[src/rtl/srf_pkg.sv]
// Package: command codes and controller states shared by the self-refresh
// controller and its checker. Assumes a 3-bit command bus toward the PHY.
package srf_pkg;

    typedef enum logic [2:0] {
        CMD_NOP  = 3'd0,
        CMD_PALL = 3'd1,
        CMD_SREF = 3'd2,
        CMD_AREF = 3'd3,
        CMD_LEMR = 3'd4,
        CMD_SRX  = 3'd5
    } srf_cmd_e;

    typedef enum logic [3:0] {
        ST_IDLE  = 4'd0,
        ST_PALL  = 4'd1,
        ST_EMRW  = 4'd2,
        ST_SREF  = 4'd3,
        ST_HOLD  = 4'd4,
        ST_AREF  = 4'd5,
        ST_SRX   = 4'd6,
        ST_XWAIT = 4'd7,
        ST_EMRS  = 4'd8
    } srf_st_e;

    localparam logic [1:0] LP_SELF_REFRESH = 2'b01;

endpackage

[src/rtl/srf_idle_timer.sv]
// Idle timer: counts cycles since the last access completion while the
// device is deselected, and flags expiry against the limit picked by the
// timeout code. Assumes LONG_IDLE >= SHORT_IDLE.
module srf_idle_timer #(
    parameter int SHORT_IDLE = 64,
    parameter int LONG_IDLE  = 128
) (
    input  logic       clk,
    input  logic       rst_n,
    input  logic       lp_on,
    input  logic       dev_sel,
    input  logic       acc_done,
    input  logic [1:0] tmo_code,
    output logic       expired
);
    localparam int CW = $clog2(LONG_IDLE + 1);

    logic [CW-1:0] cnt_q;
    logic [CW-1:0] limit;

    // Limit decode; reserved code behaves like immediate entry.
    always_comb begin
        case (tmo_code)
            2'b01:   limit = CW'(SHORT_IDLE);
            2'b10:   limit = CW'(LONG_IDLE);
            default: limit = '0;
        endcase
    end

    // Saturating idle counter, cleared by activity or a disabled mode.
    always_ff @(posedge clk) begin
        if (!rst_n)
            cnt_q <= '0;
        else if (dev_sel || acc_done || !lp_on)
            cnt_q <= '0;
        else if (cnt_q != CW'(LONG_IDLE))
            cnt_q <= cnt_q + 1'b1;
    end

    assign expired = lp_on && !dev_sel && !acc_done && (cnt_q >= limit);

endmodule

[src/rtl/srf_down_cnt.sv]
// Loadable down counter that stops at zero; used for the self-refresh
// residency window and for the post-exit settling window.
module srf_down_cnt #(
    parameter int W = 8
) (
    input  logic         clk,
    input  logic         rst_n,
    input  logic         load,
    input  logic [W-1:0] load_val,
    input  logic         dec,
    output logic [W-1:0] cnt
);
    // Load has priority over decrement.
    always_ff @(posedge clk) begin
        if (!rst_n)
            cnt <= '0;
        else if (load)
            cnt <= load_val;
        else if (dec && cnt != '0)
            cnt <= cnt - 1'b1;
    end

endmodule

[src/rtl/srf_emr_track.sv]
// Extended-mode-register tracker: keeps a copy of the last value written
// to the memory and flags a pending write when the configured fields
// differ from it. Before initialisation the copy follows the fields.
module srf_emr_track #(
    parameter int EMR_W = 7
) (
    input  logic             clk,
    input  logic             rst_n,
    input  logic             init_done,
    input  logic [EMR_W-1:0] fields,
    input  logic             capture,
    output logic             pending,
    output logic [EMR_W-1:0] written
);
    // Shadow copy of the fields last sent to the memory.
    always_ff @(posedge clk) begin
        if (!rst_n)
            written <= '0;
        else if (!init_done || capture)
            written <= fields;
    end

    assign pending = init_done && (fields != written);

endmodule

[src/rtl/srf_lp_ctrl.sv]
// Self-refresh entry/exit controller. Sequences precharge-all, optional
// mode-register write and self-refresh (or auto-refresh on a late access),
// enforces a per-memory-type residency and an exit settling delay.
// Assumes configuration inputs are static while a sequence runs.
module srf_lp_ctrl
    import srf_pkg::*;
#(
    parameter int CNT_W      = 8,
    parameter int EMR_W      = 7,
    parameter int SHORT_IDLE = 64,
    parameter int LONG_IDLE  = 128
) (
    input  logic             clk,
    input  logic             rst_n,
    input  logic [1:0]       lp_mode,
    input  logic [1:0]       tmo_code,
    input  logic [1:0]       mem_kind,
    input  logic [CNT_W-1:0] t_ras,
    input  logic [CNT_W-1:0] t_rfc,
    input  logic [CNT_W-1:0] t_cke,
    input  logic [CNT_W-1:0] exit_dly,
    input  logic             emr_shared,
    input  logic             init_done,
    input  logic [EMR_W-1:0] emr_fields,
    input  logic             dev_sel,
    input  logic             acc_done,
    input  logic             ref_slot,
    output logic             cmd_vld,
    output logic [2:0]       cmd,
    output logic             cke,
    output logic             busy,
    output logic [EMR_W-1:0] emr_data
);
    srf_st_e          st_q, st_d;
    srf_cmd_e         cmd_e;
    logic             lp_on;
    logic             idle_exp;
    logic             emr_pend;
    logic             hit_q;
    logic [CNT_W-1:0] res_min;
    logic [CNT_W-1:0] res_cnt;
    logic [CNT_W-1:0] x_cnt;
    logic             res_load, res_dec;
    logic             x_load, x_dec;
    logic             emr_cap;

    assign lp_on = (lp_mode == LP_SELF_REFRESH);

    srf_idle_timer #(
        .SHORT_IDLE (SHORT_IDLE),
        .LONG_IDLE  (LONG_IDLE)
    ) u_idle (
        .clk      (clk),
        .rst_n    (rst_n),
        .lp_on    (lp_on),
        .dev_sel  (dev_sel),
        .acc_done (acc_done),
        .tmo_code (tmo_code),
        .expired  (idle_exp)
    );

    srf_emr_track #(
        .EMR_W (EMR_W)
    ) u_emr (
        .clk       (clk),
        .rst_n     (rst_n),
        .init_done (init_done),
        .fields    (emr_fields),
        .capture   (emr_cap),
        .pending   (emr_pend),
        .written   (emr_data)
    );

    // Residency source selected by memory type.
    always_comb begin
        case (mem_kind)
            2'b00:   res_min = t_ras;
            2'b01:   res_min = t_rfc;
            default: res_min = t_cke;
        endcase
    end

    srf_down_cnt #(
        .W (CNT_W)
    ) u_res (
        .clk      (clk),
        .rst_n    (rst_n),
        .load     (res_load),
        .load_val (res_min),
        .dec      (res_dec),
        .cnt      (res_cnt)
    );

    srf_down_cnt #(
        .W (CNT_W)
    ) u_exit (
        .clk      (clk),
        .rst_n    (rst_n),
        .load     (x_load),
        .load_val (exit_dly),
        .dec      (x_dec),
        .cnt      (x_cnt)
    );

    // Next-state decision for the entry/exit sequence.
    always_comb begin
        st_d = st_q;
        unique case (st_q)
            ST_IDLE: begin
                if (emr_shared && emr_pend && ref_slot && dev_sel)
                    st_d = ST_EMRS;
                else if (idle_exp)
                    st_d = ST_PALL;
            end
            ST_PALL: begin
                if (!emr_shared && emr_pend)
                    st_d = ST_EMRW;
                else if (dev_sel)
                    st_d = ST_AREF;
                else
                    st_d = ST_SREF;
            end
            ST_EMRW:  st_d = (dev_sel || hit_q) ? ST_AREF : ST_SREF;
            ST_SREF:  st_d = ST_HOLD;
            ST_HOLD:  if (dev_sel && res_cnt == '0) st_d = ST_SRX;
            ST_AREF:  st_d = ST_IDLE;
            ST_EMRS:  st_d = ST_IDLE;
            ST_SRX:   st_d = (x_cnt == '0) ? ST_IDLE : ST_XWAIT;
            ST_XWAIT: if (x_cnt <= CNT_W'(1)) st_d = ST_IDLE;
            default:  st_d = ST_IDLE;
        endcase
    end

    // Counter and shadow controls derived from the transition.
    assign res_load = (st_d == ST_SREF) && (st_q != ST_SREF);
    assign res_dec  = (st_q == ST_SREF) || (st_q == ST_HOLD);
    assign x_load   = (st_d == ST_SRX) && (st_q != ST_SRX);
    assign x_dec    = (st_q == ST_XWAIT);
    assign emr_cap  = ((st_d == ST_EMRW) && (st_q != ST_EMRW)) ||
                      ((st_d == ST_EMRS) && (st_q != ST_EMRS));

    // State register.
    always_ff @(posedge clk) begin
        if (!rst_n)
            st_q <= ST_IDLE;
        else
            st_q <= st_d;
    end

    // Remembers an access seen during precharge-all for the next decision.
    always_ff @(posedge clk) begin
        if (!rst_n)
            hit_q <= 1'b0;
        else
            hit_q <= (st_q == ST_PALL) && dev_sel;
    end

    // Command decode from the current state.
    always_comb begin
        case (st_q)
            ST_PALL:          cmd_e = CMD_PALL;
            ST_EMRW, ST_EMRS: cmd_e = CMD_LEMR;
            ST_SREF:          cmd_e = CMD_SREF;
            ST_AREF:          cmd_e = CMD_AREF;
            ST_SRX:           cmd_e = CMD_SRX;
            default:          cmd_e = CMD_NOP;
        endcase
    end

    assign cmd     = cmd_e;
    assign cmd_vld = (cmd_e != CMD_NOP);
    assign cke     = !((st_q == ST_SREF) || (st_q == ST_HOLD));
    assign busy    = (st_q != ST_IDLE);

endmodule

[config.mk]
export PLATFORM = sky130hd
export DESIGN_NAME = srf_lp_ctrl
export DESIGN_NICKNAME = d
export VERILOG_FILES = /design/src/rtl/srf_pkg.sv /design/src/rtl/srf_idle_timer.sv /design/src/rtl/srf_down_cnt.sv /design/src/rtl/srf_emr_track.sv /design/src/rtl/srf_lp_ctrl.sv
export SDC_FILE = /design/constraint.sdc
export NUM_CORES = 1
export LEC_CHECK = 0
export BUFFER_PORTS_ARGS = -buffer_cell sky130_fd_sc_hd__buf_2
export CAP_MARGIN = 20
export CORE_UTILIZATION = 57
export DETAILED_ROUTE_END_ITERATION = 8
export PLACE_DENSITY = 0.86
export SYNTH_ARGS = -nofsm -noshare
export SYNTH_HDL_FRONTEND = slang
export SYNTH_SLANG_ARGS = --single-unit
[constraint.sdc]
create_clock -name clk -period 6.45 [get_ports clk]
set_clock_uncertainty 0.1 [all_clocks]
set_input_delay 0.645 -clock clk [delete_from_list [all_inputs] [get_ports clk]]
set_output_delay 0.645 -clock clk [all_outputs]
set_load 0.1 [all_outputs]
==> summary.txt <==
Worst setup path
  – CP Class: register to primary output
  – R2r worst-path depth: 8
  – CP cell instances: or3b_2, a21oi_2, inv_1, buf_2
  – CP max stage delay: approximately 0.57 ns
  – Worst Path Required: 5.70 ns
  – Worst path arrival time: around 2.1 ns
  – Worst-path cell with the longest stage delay: dfxtp_1
  – CP max FO: 11
  – Levels on crit path: 4
  – CP Buf/Inv Count: 2
  – Delay-heaviest family, CP: flip-flops
  – Crit end category: primary output
  – Worst setup SP type: register

Finish
  – Register Area: between 700 and 800 µm²
  – Nets: slightly above 400
  – Post-route insts no fill: 392
  – Multi-input logic area: 1530 µm²
  – Number of fill cells: 297
  – Area growth syn-to-layout: 17.9%
  – Ant. Diodes: 0
  – Share of cells above drive strength 1: between 20 and 25%

Power and ir drop
  – Power Density: 210 nW/µm²
  – Worst VDD drop: between 0.15 and 0.2 mV
  – Leak: approximately 1.1 nW

Clock network
  – CTS Buffer Depth: 2
  – Worst skew pair latency: approximately 0.29 ns
  – CTS Buf Count: 5
  – Number of H-tree levels: 2
  – Cts hold-fix bufs: 0
  – Post_cts resized: 0
  – TritonCTS clock tree: done
  – Clk slew on worst S/H paths: about 0.07 ns
  – Post-CTS setup buffers: 0
  – TritonCTS Sinks: 36
  – Clock root cell: clkbuf_8

Yosys
  – Adder and majority cell fraction of the synthesized area: under 10%
  – Mux share of post-synthesis cell area: around 6.4%
  – Asr flop ratio synth: 0%
  – Complex-gate fraction of the synthesized area: between 10% and 20%
  – Simple logic cell fraction of the synthesized area: between 20% and 30%
  – Primary FF master, synth: dfxtp_1
  – EDFF count, synth: 0
  – Avg Cell Area, Syn: 8.32 µm²
  – Xor/xnor share of the synthesized area: between 10 and 15%
  – Cell Area, Synth: 2350 µm²
  – Syn Nets: around 340
  – Cell count after synthesis: 283
  – Seq/Total Area, Yosys: 30.6%
  – #FFs+latches synth: 36
  – Synth cell types: 49
  – Main combinational cell family by area after synthesis: simple AND/OR/NAND/NOR gates
  – Yosys warnings: 0

Drt
  – DRT iter0 DRCs: 142
  – Routed len/inst: 12.7 µm
  – Post-route DRC: 0
  – Via density: 5.58
  – Routed wire length: 4990 µm
  – Detailed Routing Iterations Pass 1: 5
  – Vias: ~2200
  – Final ANT Viol Nets: 0

Min path
  – WHS Path Cells: 2
  – Min-delay worst type: register to register

Die
  – Die X: ~66 µm
  – Placement Rows: 22
  – Die ar.: 4390 µm²
  – Io pins: 65
  – Core area: 3800 µm²
  – Die span in y: 66.3 µm
  – Initial core utilization: 62.0%

STA
  – Final Cycle Share: around 44%
  – Setup TNS: 0 ns
  – Worst-case hold slack: around 0.39 ns
  – Final-report hold violation count: 0
  – RSZ-0062 raised after global routing: no
  – Actual slew at the worst max-slew pin: slightly above 0.7 ns
  – Final Max Slew Viols: 0
  – Final setup vio count: 0
  – Fmax: 0.350 GHz
  – Min cycle time layout: 2.86 ns
  – Slew margin rel.: a little over half

Global route
  – Initial antenna violation count: 0
  – GRT Residual Overflow: 0
  – Pin count of the biggest net entering global routing: 21
  – Total GRT Usage: 25.1%
  – First-pass GRT wire length: ~8300 µm
  – Vias in the first global route: 1919

Placed design
  – Routability cong.: between 0.8 and 0.9
  – Port buffer count: between 60 and 70
  – Inst Count DP: around 380
  – Hpwl dp: roughly 3700 µm

Flow run
  – Max-Cap Viols: 0

Run status
  – Status: complete, no violations
==> final cells by class <==
type | count | area share [%]
clock inverter | 2 | 0.361
multi-input combinational | 222 | 55.1
clock buffer | 6 | 2.98
inverter | 14 | 1.89
timing repair buffer | 64 | 11.5
sequential | 36 | 26.0
tap | 48 | 2.16
==> flip-flops by register name, indices dropped and copies added, names as in the netlist <==
| register | flops |
|---|---|
| hit_q | 1 |
| u_emr.written | 7 |
| u_idle.cnt_q | 8 |
| u_res.cnt | 8 |
| u_exit.cnt | 8 |
| st_q | 4 |
==> layer usage <==
layer | global-route usage (%) | vias to the layer above | share of wire [%]
met3 | 6.03 | 11 | 7.3
met4 | 10.9 | 0 | 2.1
met2 | 42.7 | 88 | 46
met5 | 0 | - | 0
li1 | - | 1137 | -
met1 | 29.7 | 953 | 44
==> worst paths after layout <==
kind | start | end | slack, ns
max | st_q[2]$_SDFF_PN0_ | cke | 3.59
max reg2reg | u_exit.cnt[0]$_SDFFE_PN0P_ | u_emr.written[5]$_SDFFE_PN0P_ | 3.84
min reg2reg | u_emr.written[2]$_SDFFE_PN0P_ | u_emr.written[2]$_SDFFE_PN0P_ | 0.39
min | u_emr.written[2]$_SDFFE_PN0P_ | u_emr.written[2]$_SDFFE_PN0P_ | 0.39
==> power by group <==
| group | switching, mW | leakage, nW | internal, mW |
|---|---|---|---|
| sequential | 0.0119 | 0.292 | 0.232 |
| combinational | 0.120 | 0.782 | 0.0528 |
| clock | 0.0823 | 0.0510 | 0.0852 |
| total | 0.214 | 1.13 | 0.370 |
==> synth_stat cells, types with 2 or more instances <==
cell       count  share of area [%]
dfxtp_1       36                 31
nor2_1        33                5.3
nand2_1       23                3.7
a21oi_1       19                4.0
xnor2_1       19                7.1
nor3_1        17                3.6
mux2i_1       15                6.4
inv_1         13                2.1
nand3_1       10                2.1
ha_1           8                4.3
xor2_1         8                3.0
a2111oi_0      7                2.6
clkbuf_1       7                1.1
nand4_1        7                1.9
a211oi_1       6                1.9
and3_1         5                1.3
nor2b_1        5                1.3
nor4_1         4                1.1
a221oi_1       3                1.1
buf_2          3               0.64
nand2b_1       3               0.80
a211oi_4       2                1.7
a21boi_0       2               0.64
nand3b_1       2               0.64
or3_1          2               0.53
==> cells by family (layout without fill, tap and decap cells) <==
group,after synthesis,count (layout)
AND/OR/NAND/NOR,122,122
flip-flops,36,36
XOR/XNOR,27,27
adder cells (fa/ha/maj),8,8
AO/OA/AOI/OAI,50,50
multiplexers,15,15
buffers and inverters,25,86
==> metrics by stage <==
step                util, %  setup slack [ns]  cell area, µm²  total power [mW]
floorplan                 -              1.96            2350             0.382
global placement       70.6              3.74            2680             0.416
detailed placement     70.6              3.61            2680             0.420
CTS                    73.1              3.58            2780             0.588
global route           73.1              3.47            2780             0.614
finish                 73.1              3.59            2780             0.583
==> worst reg2reg max path, cell delays in order, from the launching register on <==
cell and delay, ns:
dfxtp_1 0.39, inv_1 0.07, ha_1 0.24, a21oi_1 0.16
and3b_1 0.22, a21boi_0 0.45, a211oi_4 0.14, a211oi_4 0.51
mux2i_1 0.25
==> cell usage in the layout (no fill, tap or decap), types with 2 or more instances in the layout <==
| master | n |
|---|---|
| a2111oi_0 | 7 |
| xnor2_1 | 19 |
| xor2_1 | 8 |
| nand2_1 | 23 |
| inv_1 | 13 |
| nand2b_1 | 3 |
| a21boi_0 | 2 |
| nor3_1 | 17 |
| nand4_1 | 7 |
| buf_2 | 64 |
| and3_1 | 5 |
| nor2b_1 | 5 |
| nor4_1 | 4 |
| dfxtp_1 | 36 |
| nand3_1 | 10 |
| a211oi_4 | 2 |
| a21oi_1 | 19 |
| nand3b_1 | 2 |
| clkbuf_8 | 6 |
| or3_1 | 2 |
| nor2_1 | 33 |
| ha_1 | 8 |
| a211oi_1 | 6 |
| a221oi_1 | 3 |
| mux2i_1 | 15 |
| clkinv_2 | 2 |
(Power assumes the default switching activity.)
